File: src/rtl/an_pkg.sv
package an_pkg;
  localparam int NUM_ABIL = 4;
  localparam int SEL_W    = 5;
  localparam int LCW_W    = 16;
  localparam int ABIL_LSB = SEL_W;
  localparam logic [SEL_W-1:0] SEL_CODE = 5'b00001;

  typedef enum logic [1:0] {
    ST_IDLE = 2'd0,
    ST_SEND = 2'd1,
    ST_PART = 2'd2,
    ST_PDET = 2'd3
  } an_state_e;

  // Packs selector and ability bits into the transmitted word.
  function automatic logic [LCW_W-1:0] build_lcw(input logic [NUM_ABIL-1:0] abil);
    logic [LCW_W-1:0] w;
    w = '0;
    w[SEL_W-1:0] = SEL_CODE;
    w[ABIL_LSB +: NUM_ABIL] = abil;
    return w;
  endfunction
endpackage

File: src/rtl/an_strap_latch.sv
module an_strap_latch #(
  parameter int N = 4
) (
  input  logic         clk,
  input  logic         rst_n,
  input  logic [N-1:0] strap_abil,
  input  logic         strap_an_en,
  output logic         cap_pulse,
  output logic         captured,
  output logic [N-1:0] hw_mask,
  output logic         strap_en_q
);
  // The first clock after reset is the capture cycle.
  assign cap_pulse = !captured;

  always_ff @(posedge clk or negedge rst_n) begin
    if (!rst_n) begin
      captured   <= 1'b0;
      hw_mask    <= '0;
      strap_en_q <= 1'b0;
    end else if (cap_pulse) begin
      captured   <= 1'b1;
      hw_mask    <= strap_abil;
      strap_en_q <= strap_an_en;
    end
  end
endmodule

File: src/rtl/an_adv_reg.sv
module an_adv_reg #(
  parameter int N = 4
) (
  input  logic         clk,
  input  logic         rst_n,
  input  logic         cap_pulse,
  input  logic [N-1:0] strap_abil,
  input  logic [N-1:0] hw_mask,
  input  logic         adv_wr,
  input  logic [N-1:0] adv_wdata,
  output logic [N-1:0] adv
);
  // One cell per ability: loaded from the strap, then software can only lower it.
  for (genvar i = 0; i < N; i++) begin : g_bit
    always_ff @(posedge clk or negedge rst_n) begin
      if (!rst_n)
        adv[i] <= 1'b0;
      else if (cap_pulse)
        adv[i] <= strap_abil[i];
      else if (adv_wr)
        adv[i] <= adv_wdata[i] & hw_mask[i];
    end
  end
endmodule

File: src/rtl/an_ctl_reg.sv
module an_ctl_reg (
  input  logic clk,
  input  logic rst_n,
  input  logic cap_pulse,
  input  logic strap_en,
  input  logic ctl_wr,
  input  logic ctl_an_en,
  input  logic ctl_restart,
  output logic an_en,
  output logic restart_pend,
  output logic disable_now
);
  logic wr_ok;
  assign wr_ok       = ctl_wr && !cap_pulse;
  assign disable_now = wr_ok && !ctl_an_en;

  always_ff @(posedge clk or negedge rst_n) begin
    if (!rst_n) begin
      an_en        <= 1'b0;
      restart_pend <= 1'b0;
    end else if (cap_pulse) begin
      an_en        <= strap_en;
      restart_pend <= 1'b0;
    end else if (wr_ok) begin
      an_en        <= ctl_an_en;
      restart_pend <= ctl_restart && ctl_an_en;
    end else if (restart_pend) begin
      // The start FSM takes the request at this edge, so the flag clears itself.
      restart_pend <= 1'b0;
    end
  end
endmodule

File: src/rtl/an_start_fsm.sv
module an_start_fsm
  import an_pkg::*;
(
  input  logic clk,
  input  logic rst_n,
  input  logic an_en,
  input  logic disable_now,
  input  logic power_on,
  input  logic link_lost,
  input  logic restart_pend,
  input  logic flp_seen,
  input  logic flp_timeout,
  output logic flp_sending,
  output logic partner_seen,
  output logic pdet_handoff
);
  an_state_e state_q, state_d;
  logic      start_evt;

  assign start_evt = power_on || link_lost || restart_pend;

  always_comb begin
    state_d = state_q;
    if (!an_en || disable_now) begin
      state_d = ST_IDLE;
    end else if (start_evt) begin
      state_d = ST_SEND;
    end else if (state_q == ST_SEND) begin
      if (flp_seen)
        state_d = ST_PART;
      else if (flp_timeout)
        state_d = ST_PDET;
    end
  end

  always_ff @(posedge clk or negedge rst_n) begin
    if (!rst_n) state_q <= ST_IDLE;
    else        state_q <= state_d;
  end

  assign flp_sending  = (state_q == ST_SEND);
  assign partner_seen = (state_q == ST_PART);
  assign pdet_handoff = (state_q == ST_PDET);
endmodule

File: src/rtl/an_adv_ctrl.sv
module an_adv_ctrl
  import an_pkg::*;
(
  input  logic                clk,
  input  logic                rst_n,
  input  logic [NUM_ABIL-1:0] strap_abil,
  input  logic                strap_an_en,
  input  logic                ctl_wr,
  input  logic                ctl_an_en,
  input  logic                ctl_restart,
  input  logic                adv_wr,
  input  logic [NUM_ABIL-1:0] adv_wdata,
  input  logic                power_on,
  input  logic                link_lost,
  input  logic                flp_seen,
  input  logic                flp_timeout,
  output logic [LCW_W-1:0]    lcw,
  output logic                an_en,
  output logic                restart_pend,
  output logic                flp_sending,
  output logic                partner_seen,
  output logic                pdet_handoff
);
  logic                cap_pulse;
  logic                captured;
  logic [NUM_ABIL-1:0] hw_mask;
  logic                strap_en_q;
  logic [NUM_ABIL-1:0] adv;
  logic                disable_now;

  an_strap_latch #(.N(NUM_ABIL)) u_strap (
    .clk         (clk),
    .rst_n       (rst_n),
    .strap_abil  (strap_abil),
    .strap_an_en (strap_an_en),
    .cap_pulse   (cap_pulse),
    .captured    (captured),
    .hw_mask     (hw_mask),
    .strap_en_q  (strap_en_q)
  );

  an_adv_reg #(.N(NUM_ABIL)) u_adv (
    .clk        (clk),
    .rst_n      (rst_n),
    .cap_pulse  (cap_pulse),
    .strap_abil (strap_abil),
    .hw_mask    (hw_mask),
    .adv_wr     (adv_wr),
    .adv_wdata  (adv_wdata),
    .adv        (adv)
  );

  an_ctl_reg u_ctl (
    .clk          (clk),
    .rst_n        (rst_n),
    .cap_pulse    (cap_pulse),
    .strap_en     (strap_an_en),
    .ctl_wr       (ctl_wr),
    .ctl_an_en    (ctl_an_en),
    .ctl_restart  (ctl_restart),
    .an_en        (an_en),
    .restart_pend (restart_pend),
    .disable_now  (disable_now)
  );

  an_start_fsm u_fsm (
    .clk          (clk),
    .rst_n        (rst_n),
    .an_en        (an_en),
    .disable_now  (disable_now),
    .power_on     (power_on),
    .link_lost    (link_lost),
    .restart_pend (restart_pend),
    .flp_seen     (flp_seen),
    .flp_timeout  (flp_timeout),
    .flp_sending  (flp_sending),
    .partner_seen (partner_seen),
    .pdet_handoff (pdet_handoff)
  );

  assign lcw = build_lcw(adv);
endmodule

File: config.mk
export PLATFORM = sky130hd
export DESIGN_NAME = an_adv_ctrl
export DESIGN_NICKNAME = d
export VERILOG_FILES = /design/src/rtl/an_pkg.sv /design/src/rtl/an_strap_latch.sv /design/src/rtl/an_adv_reg.sv /design/src/rtl/an_ctl_reg.sv /design/src/rtl/an_start_fsm.sv /design/src/rtl/an_adv_ctrl.sv
export SDC_FILE = /design/constraint.sdc
export NUM_CORES = 1
export LEC_CHECK = 0
export ABC_AREA = 1
export BUFFER_PORTS_ARGS = -buffer_cell sky130_fd_sc_hd__buf_4
export CORE_MARGIN = 2
export CORE_UTILIZATION = 42
export DETAILED_ROUTE_END_ITERATION = 8
export GPL_TIMING_DRIVEN = 0
export PLACE_DENSITY = 0.77
export SLEW_MARGIN = 15
export SYNTH_ARGS = -nofsm -noshare
export SYNTH_HDL_FRONTEND = slang
export SYNTH_SLANG_ARGS = --single-unit
export TNS_END_PERCENT = 20
File: constraint.sdc
create_clock -name clk -period 1.06 [get_ports clk]
set_clock_uncertainty 0.1 [all_clocks]
set_input_delay 0.212 -clock clk [delete_from_list [all_inputs] [get_ports clk]]
set_output_delay 0.212 -clock clk [all_outputs]
set_load 0.1 [all_outputs]
==> results of run 1 <==
-- cell usage in the layout, fill, tap and decap left out --
| cell type | instances |
|---|---|
| dlygate4sd3_1 | 1 |
| nand2_4 | 1 |
| nand2_2 | 3 |
| conb_1 | 13 |
| inv_1 | 9 |
| a31oi_1 | 5 |
| buf_6 | 4 |
| dfrtp_2 | 6 |
| clkinvlp_4 | 2 |
| clkbuf_1 | 1 |
| dfrtp_4 | 2 |
| nor2_2 | 2 |
| nand3_1 | 5 |
| buf_12 | 6 |
| clkbuf_4 | 3 |
| nand2_1 | 21 |
| nand4_1 | 1 |
| nor2_1 | 10 |
| buf_4 | 30 |
| inv_2 | 2 |
| dfrtp_1 | 5 |
| nor2_4 | 1 |
-- flip-flops by register name (all words and copies together), names as in the netlist --
| name | count |
|---|---|
| u_strap.captured | 1 |
| u_fsm.state_q | 2 |
| u_adv.adv | 4 |
| u_ctl.an_en | 1 |
| u_ctl.restart_pend | 1 |
| u_strap.hw_mask | 4 |
-- area by class of cell --
type | count | share of cell area, %
Buffer | 13 | 9.010
Clock buffer | 4 | 2.336
Inverter | 13 | 5.006
Multi-Input combinational cell | 62 | 25.03
Sequential cell | 13 | 30.26
Tap cell | 16 | 1.780
Timing Repair Buffer | 28 | 26.59
-- stage by stage --
| step | hold slack (ns) | instance area (µm²) |
|---|---|---|
| finish | 0.06653 | 1125 |
| global route | 0.05576 | 1125 |
| CTS | 0.06248 | 1085 |
| detailed placement | -0.03288 | 988.4 |
| global placement | -0.03592 | 988.4 |
| floorplan | -0.1836 | 765.7 |
-- Yosys cell counts (all sizes together) --
| library cell | n | share of area [%] |
|---|---|---|
| nand2 | 25 | 14 |
| a31oi | 5 | 4.5 |
| nand3 | 5 | 3.6 |
| conb | 2 | 1.1 |
| nand4 | 1 | 0.91 |
| nor2 | 13 | 7.1 |
| buf | 13 | 15 |
| dfrtp | 13 | 47 |
| inv | 13 | 7.1 |
-- power by group through the flow --
stage               Combinational [mW]  Sequential [mW]  Clock [mW]
detailed placement               0.655            0.592           0
global route                     0.760            0.601       0.324
floorplan                        0.365            0.748           0
finish                           0.727            0.595       0.299
CTS                              0.702            0.588       0.308
global placement                 0.648            0.589           0
-- cells by family after synthesis --
logic type | count (synthesis)
buffers and inverters | 26
AND/OR/NAND/NOR | 44
AO/OA/AOI/OAI | 5
flip-flops | 13
other | 2
-- final timing paths --
path / to / slack [ns] / depth (start not counted)
min reg2reg: u_strap.hw_mask[1]$_DFFE_PN0N_ / 0.39 / 2
max: flp_sending / -0.36 / 4
max reg2reg: u_fsm.state_q[0]$_DFFE_PN0P_ / -0.03 / 6
min: u_strap.hw_mask[1]$_DFFE_PN0N_ / 0.07 / 3
max in group asynchronous: u_ctl.an_en$_DFFE_PN0P_ / 0.45 / 2
min in group asynchronous: u_strap.hw_mask[2]$_DFFE_PN0N_ / 0.23 / 2
-- what timing repair did --
item / 4_1_cts / 5_1_grt
endpoints found under the setup margin: 11 / 15
hold buffers: 1 / 0
pin swaps: 1 / 2
cloned: 0 / 0
gates resized for setup: 15 / 12
hold endpoints to repair: 13 / 0
-- worst reg2reg max path, cell delays in order, from the launching register on --
cell,delay (ns)
dfrtp_1,0.41
inv_2,0.12
nand2_4,0.06
nor2_1,0.13
nor2_1,0.06
nand2_1,0.06
nand2_1,0.05
-- metal layers --
layer / wire length [µm] / vias up
met5: 0 / -
met4: 9 / 0
met3: 116 / 2
met2: 832 / 37
met1: 562 / 298
li1: - / 333
==> impl_metrics.toml, run 1 <==
[outcome]
status = "finished, violations left"
violations = "negative setup slack"

[sta]
setup-violations-final = 11
finalHoldViolCount = 0
fmax_ghz = 0.7047
finalSetupTns_ns = -1.923
rsz0062_at_grt = "yes"
fin_crit_sh_pct = 133.9
min_period_ns = 1.419
setup_ws_ns = -0.3591
finalMaxSlewViolations = 0

[pwr]
ir_drop_mv = 0.7754
seqPwrFrac_pct = 36.7
p_comb_share_pct = 44.8
p_total_mw = 1.621
swShare_pct = 44.02
p_leak_nw = 0.6024
p_per_area_mw_per_mm2 = 1441
p_sw_mw = 0.7135
power_frac_clock_pct = 18.5
p_int_mw = 0.9074

[synth]
synthAdderAreaFrac_pct = 0
synth_simple_gate_area_share_pct = 25.54
syn-cell-area_um2 = 690.7
synth_compound_area_share_pct = 4.529
synthCells = 90
synthMuxAreaShare_pct = 0
seq_area_frac_synth_pct = 47.10
avgSynthCellArea_um2 = 7.674
synth-xor-area-share_pct = 0
ys_seq_elements = 13
synth-warning-count = 0
synth_top_family_by_area = "simple AND/OR/NAND/NOR gates"
netlist-cell-type-count = 11

[place]
dp.cells = 144
place_hpwl_um = 1148
numPortBuffers = 27
place.gp.congestion = 0.7605
pre_cts_ws_ns = -0.1644

[clocking]
post-cts-setup-buffers = 0
clk_latency_ns = 0.26
cts_tree = "done"
cts_buffer_depth = 2
htree_levels = 1
clk_pin_slew_ns = 0.08
numCtsBuffers = 3
clock_sinks = 13
clockRootBuffer = "clkbuf_4"

[finish]
fillers = 121
insertedDiodeCount = 0
final_core_util_pct = 73.81
area_growth_syn_to_layout_pct = 62.86
regArea_um2 = 340.3
drive_above_1_share_pct = 46.62
layout.nets = 153
multiInputGateArea_um2 = 281.5
stdcell_count = 149

[worst_setup_path]
reg2reg_from = "u_fsm.state_q[1]$_DFFE_PN0P_"
critical_path.startpoint = "u_fsm.state_q[1]$_DFFE_PN0P_"
critical_path.max_fanout = 3
critical-path-top-delay-family = "flip-flops"
critPathBufInv = 3
crit_arrival_ns = 1.11
required_ns = 0.75
critical_path_class = "reg -> out"
crit_chain = "inv_2 > nand2_4 > clkinvlp_4 > buf_12"
crit_path_end_kind = "output pin"
slowest_delay_ns = 0.41
worst_setup_path_start_kind = "flop"
critPathSlowestCell = "dfrtp_1"

[grt]
grt_overflow = 0
met3_usage_pct = 4.082
antenna_found_initial = 0
grt_max_degree = 14
grt_first_pass_wirelength_um = 2415
grt_most_used_layer = "met2"
globalRouteMet1Util_pct = 19.53
grt.total_usage_pct = 16.70
gr-usage-met2_pct = 29.57
grt_pass1_vias = 626

[floorplan]
die_x_um = 44.55
ios = 40
core_area_mm2 = 0.001524
die-height_um = 44.55
dieArea_mm2 = 0.001985
start_util_pct = 45.32
num_rows = 14

[route]
viasPerCell = 4.497
drt-wirelength-per-cell_um = 10.21
ant_nets = 0
drt_wl_total_um = 1521
first_pass_iters = 6
via_count = 670
drt_first_iter_violations = 14
post-route-drc-count = 0

[hold_path]
hp-start = "strap_abil[1]"
hold_class = "in -> reg"

[run]
maxCapViolCount = 0
Power figures use the tool's default switching activity.
==> run 2, diff against run 1 <==
--- a/config.mk
+++ b/config.mk
@@ -6,6 +6,7 @@
 export NUM_CORES = 1
 export LEC_CHECK = 0
 export ABC_AREA = 1
+export ABC_CLOCK_PERIOD_IN_PS = 1060
 export BUFFER_PORTS_ARGS = -buffer_cell sky130_fd_sc_hd__buf_4
 export CORE_MARGIN = 2
 export CORE_UTILIZATION = 42
==> constraint.sdc (replaced) <==
create_clock -name clk -period 1.06 [get_ports clk]
set_clock_uncertainty 0.1 [all_clocks]
set_input_delay 0.053 -clock clk [delete_from_list [all_inputs] [get_ports clk]]
set_output_delay 0.053 -clock clk [all_outputs]
set_load 0.1 [all_outputs]
==> run 2 against run 1 <==
  * Clock power is 6% higher
  * Register-to-register slack lost 0.05 ns
  * The flow still finishes with violations (negative setup slack)
  * Largest power group unchanged
  * Non-clock buffer count is 15 higher
  * Critical endpoint is now pdet_handoff
==> impl_metrics.toml, run 2 (synthesized netlist as in run 1, its figures left out) <==
[sta]
fmax_ghz = 0.7783
setup_ws_ns = -0.2249
fin_crit_sh_pct = 121.2
min_period_ns = 1.285
finalHoldViolCount = 0
finalMaxSlewViolations = 0
whs_ns = 0.01375
rsz0062_at_grt = "yes"
finalSetupTns_ns = -0.8678
setup-violations-final = 7

[finish]
layout.nets = 168
final_common_cell = "buf_4"
drive_above_1_share_pct = 45.27
insertedDiodeCount = 0
largestRegisters = "u_adv.adv: 4 flops, u_strap.hw_mask: 4 flops, u_fsm.state_q: 2 flops"
stdcell_area_mm2 = 0.001271
stdcell_count = 164
layout_common_cells = "33 x buf_4, 22 x nand2_1, 13 x conb_1, 13 x dlygate4sd3_1, 9 x inv_1"
area_growth_syn_to_layout_pct = 84.06

[place]
place.gp.congestion = 0.7487
placed_area_um2 = 982.2
place_hpwl_um = 1191
dp.cells = 144
numPortBuffers = 27

[grt]
antenna_found_initial = 0
grt.total_usage_pct = 21.12
grt_pass1_vias = 707
grt_max_degree = 14
grt_overflow = 0
grt_first_pass_wirelength_um = 2967

[clocking]
cts_tree = "done"
numCtsBuffers = 3
clockRootBuffer = "clkbuf_4"
clk_pin_slew_ns = 0.08
cts_buffer_depth = 2
htree_levels = 1
clock_sinks = 13
clk_latency_ns = 0.29

[worst_setup_path]
slowest_delay_ns = 0.46
crit_chain = "nand2_1 > clkinvlp_4 > buf_6"
critical_path_class = "reg -> out"
critPathBufInv = 2
reg2reg_depth = 7
critical_path.max_fanout = 4
path_depth = 3
crit_arrival_ns = 1.13
required_ns = 0.91
worst_setup_path_start_kind = "flop"
critical-path-top-delay-family = "flip-flops"
critPathSlowestCell = "dfrtp_2"
rrSetupSlack_ns = -0.08
crit_path_end_kind = "output pin"

[pwr]
p_total_mw = 1.706
ir_drop_mv = 0.9886
p_per_area_mw_per_mm2 = 1342
p_leak_nw = 0.6679

[hold_path]
hold-path-cell-count = 6
hold_class = "in -> reg"

[route]
drt_first_iter_violations = 10
ant_nets = 0
drt-wirelength-per-cell_um = 11.09
viasPerCell = 4.421
drt_wl_total_um = 1818
via_count = 725
post-route-drc-count = 0
first_pass_iters = 4

[floorplan]
core_area_mm2 = 0.001524
start_util_pct = 45.32
die-height_um = 44.55
die_x_um = 44.55
ios = 40
num_rows = 14
dieArea_mm2 = 0.001985

[outcome]
violations = "negative setup slack"
status = "finished, violations left"

[run]
maxCapViolCount = 0
## run 2: worst reg2reg max path, stage by stage, from the launching register on
cell,delay [ns]
dfrtp_1,0.41
inv_2,0.12
nand2_4,0.07
buf_4,0.14
nor2_4,0.08
nor2_2,0.04
nand2_1,0.05
nand2_1,0.04
## run 2: final timing paths
kind,start,endpoint
min,flp_seen,u_fsm.state_q[0]$_DFFE_PN0P_
max,u_fsm.state_q[0]$_DFFE_PN0P_,pdet_handoff
max in group asynchronous,rst_n,u_ctl.restart_pend$_DFF_PN0_
max reg2reg,u_fsm.state_q[1]$_DFFE_PN0P_,u_fsm.state_q[0]$_DFFE_PN0P_
min in group asynchronous,rst_n,u_adv.adv[0]$_DFFE_PN0P_
min reg2reg,u_strap.hw_mask[2]$_DFFE_PN0N_,u_strap.hw_mask[2]$_DFFE_PN0N_
## run 2: timing repair
| item | 4_1_cts | 5_1_grt |
|---|---|---|
| pin swaps | 0 | 1 |
| hold buffers | 13 | 0 |
| setup buffers | 1 | 2 |
| resized for setup | 20 | 12 |
| cloned | 0 | 0 |
| setup endpoints to repair | 13 | 13 |
| endpoints found under the hold margin | 23 | 0 |
## run 2: routing by layer
metal	up-vias	wire (µm)	track usage, %
met2	23	1069	40.58
met1	332	621	21.88
met3	5	90	2.449
met4	0	36	10.91
met5	-	0	0
li1	365	-	-
## run 2: layout make-up
cell class | count | area (µm²)
Timing Repair Buffer | 43 | 436.7
Sequential cell | 13 | 340.3
Multi-Input combinational cell | 62 | 289.0
Fill cell | 100 | 252.7
Buffer | 13 | 101.3
Inverter | 13 | 56.30
Clock buffer | 3 | 22.52
Tap cell | 16 | 20.02
Clock inverter | 1 | 5.005
## run 2: where the power goes
group | internal, mW | switching [mW] | leakage [nW]
clock | 0.141 | 0.177 | 0.0177
combinational | 0.261 | 0.533 | 0.500
sequential | 0.547 | 0.0469 | 0.150
## run 2: metrics by stage
stage          setup slack, ns  util (%)
2_1_floorplan          -0.1187         -
3_5_place_dp          -0.07584     64.45
6_report               -0.2249     83.42
5_1_grt                -0.2659     83.42
3_3_place_gp          -0.05907     64.45
4_1_cts                -0.2087     79.80
==> run 3, diff against run 2 <==
--- a/config.mk
+++ b/config.mk
@@ -6,7 +6,7 @@
 export NUM_CORES = 1
 export LEC_CHECK = 0
 export ABC_AREA = 1
-export ABC_CLOCK_PERIOD_IN_PS = 1060
+export ABC_CLOCK_PERIOD_IN_PS = 1400
 export BUFFER_PORTS_ARGS = -buffer_cell sky130_fd_sc_hd__buf_4
 export CORE_MARGIN = 2
 export CORE_UTILIZATION = 42
==> constraint.sdc (replaced) <==
create_clock -name clk -period 1.4 [get_ports clk]
set_clock_uncertainty 0.1 [all_clocks]
set_input_delay 0.07 -clock clk [delete_from_list [all_inputs] [get_ports clk]]
set_output_delay 0.07 -clock clk [all_outputs]
set_load 0.1 [all_outputs]
==> run 3 against run 2 <==
  * The run now ends clean
  * Clock power fell by 26%
  * First-iteration DRC count rose by 50%
  * Non-clock buffer count fell by 3
  * Utilization fell by 10 points
  * Setup slack improved by 0.32 ns
  * Flip-flop and latch count did not move
  * Global-route usage fell by 3.5 points
  * Sequential power fell by 27%
  * Final cell count fell by 1.8%
  * Critical path depth rose by 1
  * Sequential share of layout area rose by 2.3 points
  * Worst hold slack improved by 0.022 ns
  * Largest power group unchanged
  * Highest routed layer unchanged
==> impl_metrics.toml, run 3 (synthesized netlist as in run 1, its figures left out) <==
[outcome]
status = "finished, final reports clean"

[clocking]
clk_pin_slew_ns = 0.08
htree_levels = 1
numCtsBuffers = 3
cts_tree = "done"
clockRootBuffer = "clkbuf_4"
clk_latency_ns = 0.28
cts_buffer_depth = 2
post-cts-setup-buffers = 0
clock_sinks = 13

[worst_setup_path]
crit_path_end_kind = "output pin"
crit_arrival_ns = 1.13
critical_path.max_fanout = 3
required_ns = 1.23
critical_path_class = "reg -> out"
worst_setup_path_start_kind = "flop"

[grt]
met3_usage_pct = 4.490
grt_overflow = 0
gr-usage-met2_pct = 28.41
grt_most_used_layer = "met2"
globalRouteMet1Util_pct = 21.56
grt_first_pass_wirelength_um = 2525
antenna_found_initial = 0
grt.total_usage_pct = 17.62
grt_max_degree = 14
grt_pass1_vias = 613

[sta]
fmax_ghz = 0.7680
min_period_ns = 1.302
finalMaxSlewViolations = 0
finalHoldViolCount = 0
fin_crit_sh_pct = 93.01
setup-violations-final = 0
rsz0062_at_grt = "no"

[route]
viasPerCell = 4.298
drt-wirelength-per-cell_um = 9.267
drt_first_iter_violations = 15
first_pass_iters = 4
via_count = 692
post-route-drc-count = 0
drt_wl_total_um = 1492
ant_nets = 0

[pwr]
p_total_mw = 1.189
p_per_area_mw_per_mm2 = 1064
ir_drop_mv = 0.6915
p_leak_nw = 0.6507

[finish]
multiInputGateArea_um2 = 259.0
fillers = 120
final_common_cell = "buf_4"
layout_common_cells = "38 x buf_4, 24 x nand2_1"
regArea_um2 = 325.3
largestRegisters = "u_adv.adv: 4 flops, u_strap.hw_mask: 4 flops, u_fsm.state_q: 2 flops"
final_core_util_pct = 73.32
stdcell_count = 161
area_growth_syn_to_layout_pct = 61.78
insertedDiodeCount = 0
drive_above_1_share_pct = 31.03
layout.nets = 165
stdcell_area_mm2 = 0.001117

[floorplan]
ios = 40
num_rows = 14
die-height_um = 44.55
dieArea_mm2 = 0.001985
die_x_um = 44.55
core_area_mm2 = 0.001524
start_util_pct = 45.32

[run]
maxCapViolCount = 0

[place]
place_hpwl_um = 1085
numPortBuffers = 27
placed_area_um2 = 957.2
dp.cells = 144
place.gp.congestion = 0.7475

[hold_path]
hold_class = "in -> reg"
==> run 3: power breakdown <==
group | internal, mW | switching [mW]
clock | 0.111 | 0.124
sequential | 0.408 | 0.0237
combinational | 0.139 | 0.383
total | 0.658 | 0.531
==> run 3: worst paths after layout <==
check	slack (ns)	endpoint	startpoint	cells after the start
max reg2reg	0.34	u_fsm.state_q[0]$_DFFE_PN0P_	u_fsm.state_q[1]$_DFFE_PN0P_	6
max	0.1	flp_sending	u_fsm.state_q[1]$_DFFE_PN0P_	4
min reg2reg	0.39	u_strap.hw_mask[3]$_DFFE_PN0N_	u_strap.hw_mask[3]$_DFFE_PN0N_	2
min	0.04	u_fsm.state_q[1]$_DFFE_PN0P_	link_lost	6
min in group asynchronous	0.05	u_strap.captured$_DFF_PN0_	rst_n	2
max in group asynchronous	0.98	u_strap.hw_mask[0]$_DFFE_PN0N_	rst_n	2
==> run 3: final cells by class <==
class / instances / area share [%]
Tap cell: 16 / 1.792
Inverter: 13 / 4.367
Buffer: 13 / 9.071
Clock buffer: 4 / 2.352
Sequential cell: 13 / 29.12
Timing Repair Buffer: 40 / 30.12
Multi-Input combinational cell: 62 / 23.18
==> run 3: worst max-delay path, stage by stage, from the launching register on <==
cell     delay [ns]
dfrtp_1        0.39
inv_1          0.10
nand2_1        0.07
inv_1          0.07
buf_6          0.22
==> run 3: timing repair <==
| item | in CTS | in global routing |
|---|---|---|
| hold buffers | 13 | 0 |
| endpoints found under the setup margin | 0 | 1 |
| resized for setup | 0 | 1 |
| endpoints found under the hold margin | 23 | 0 |
==> run 3: through the flow <==
| stage | TNS [ns] | setup WS (ns) | hold slack [ns] |
|---|---|---|---|
| floorplan | -0.1527 | -0.08415 | -0.3256 |
| global placement | 0 | 0.3660 | -0.1780 |
| detailed placement | 0 | 0.3448 | -0.1768 |
| CTS | 0 | 0.05005 | 0.02635 |
| global route | 0 | 0.006702 | 0.08886 |
| finish | 0 | 0.09788 | 0.03565 |
==> run 3: per-layer routing <==
| layer | vias up | wire, µm |
|---|---|---|
| met5 | - | 0 |
| met4 | 0 | 30 |
| met3 | 5 | 148 |
| met2 | 32 | 741 |
| met1 | 293 | 572 |
| li1 | 362 | - |
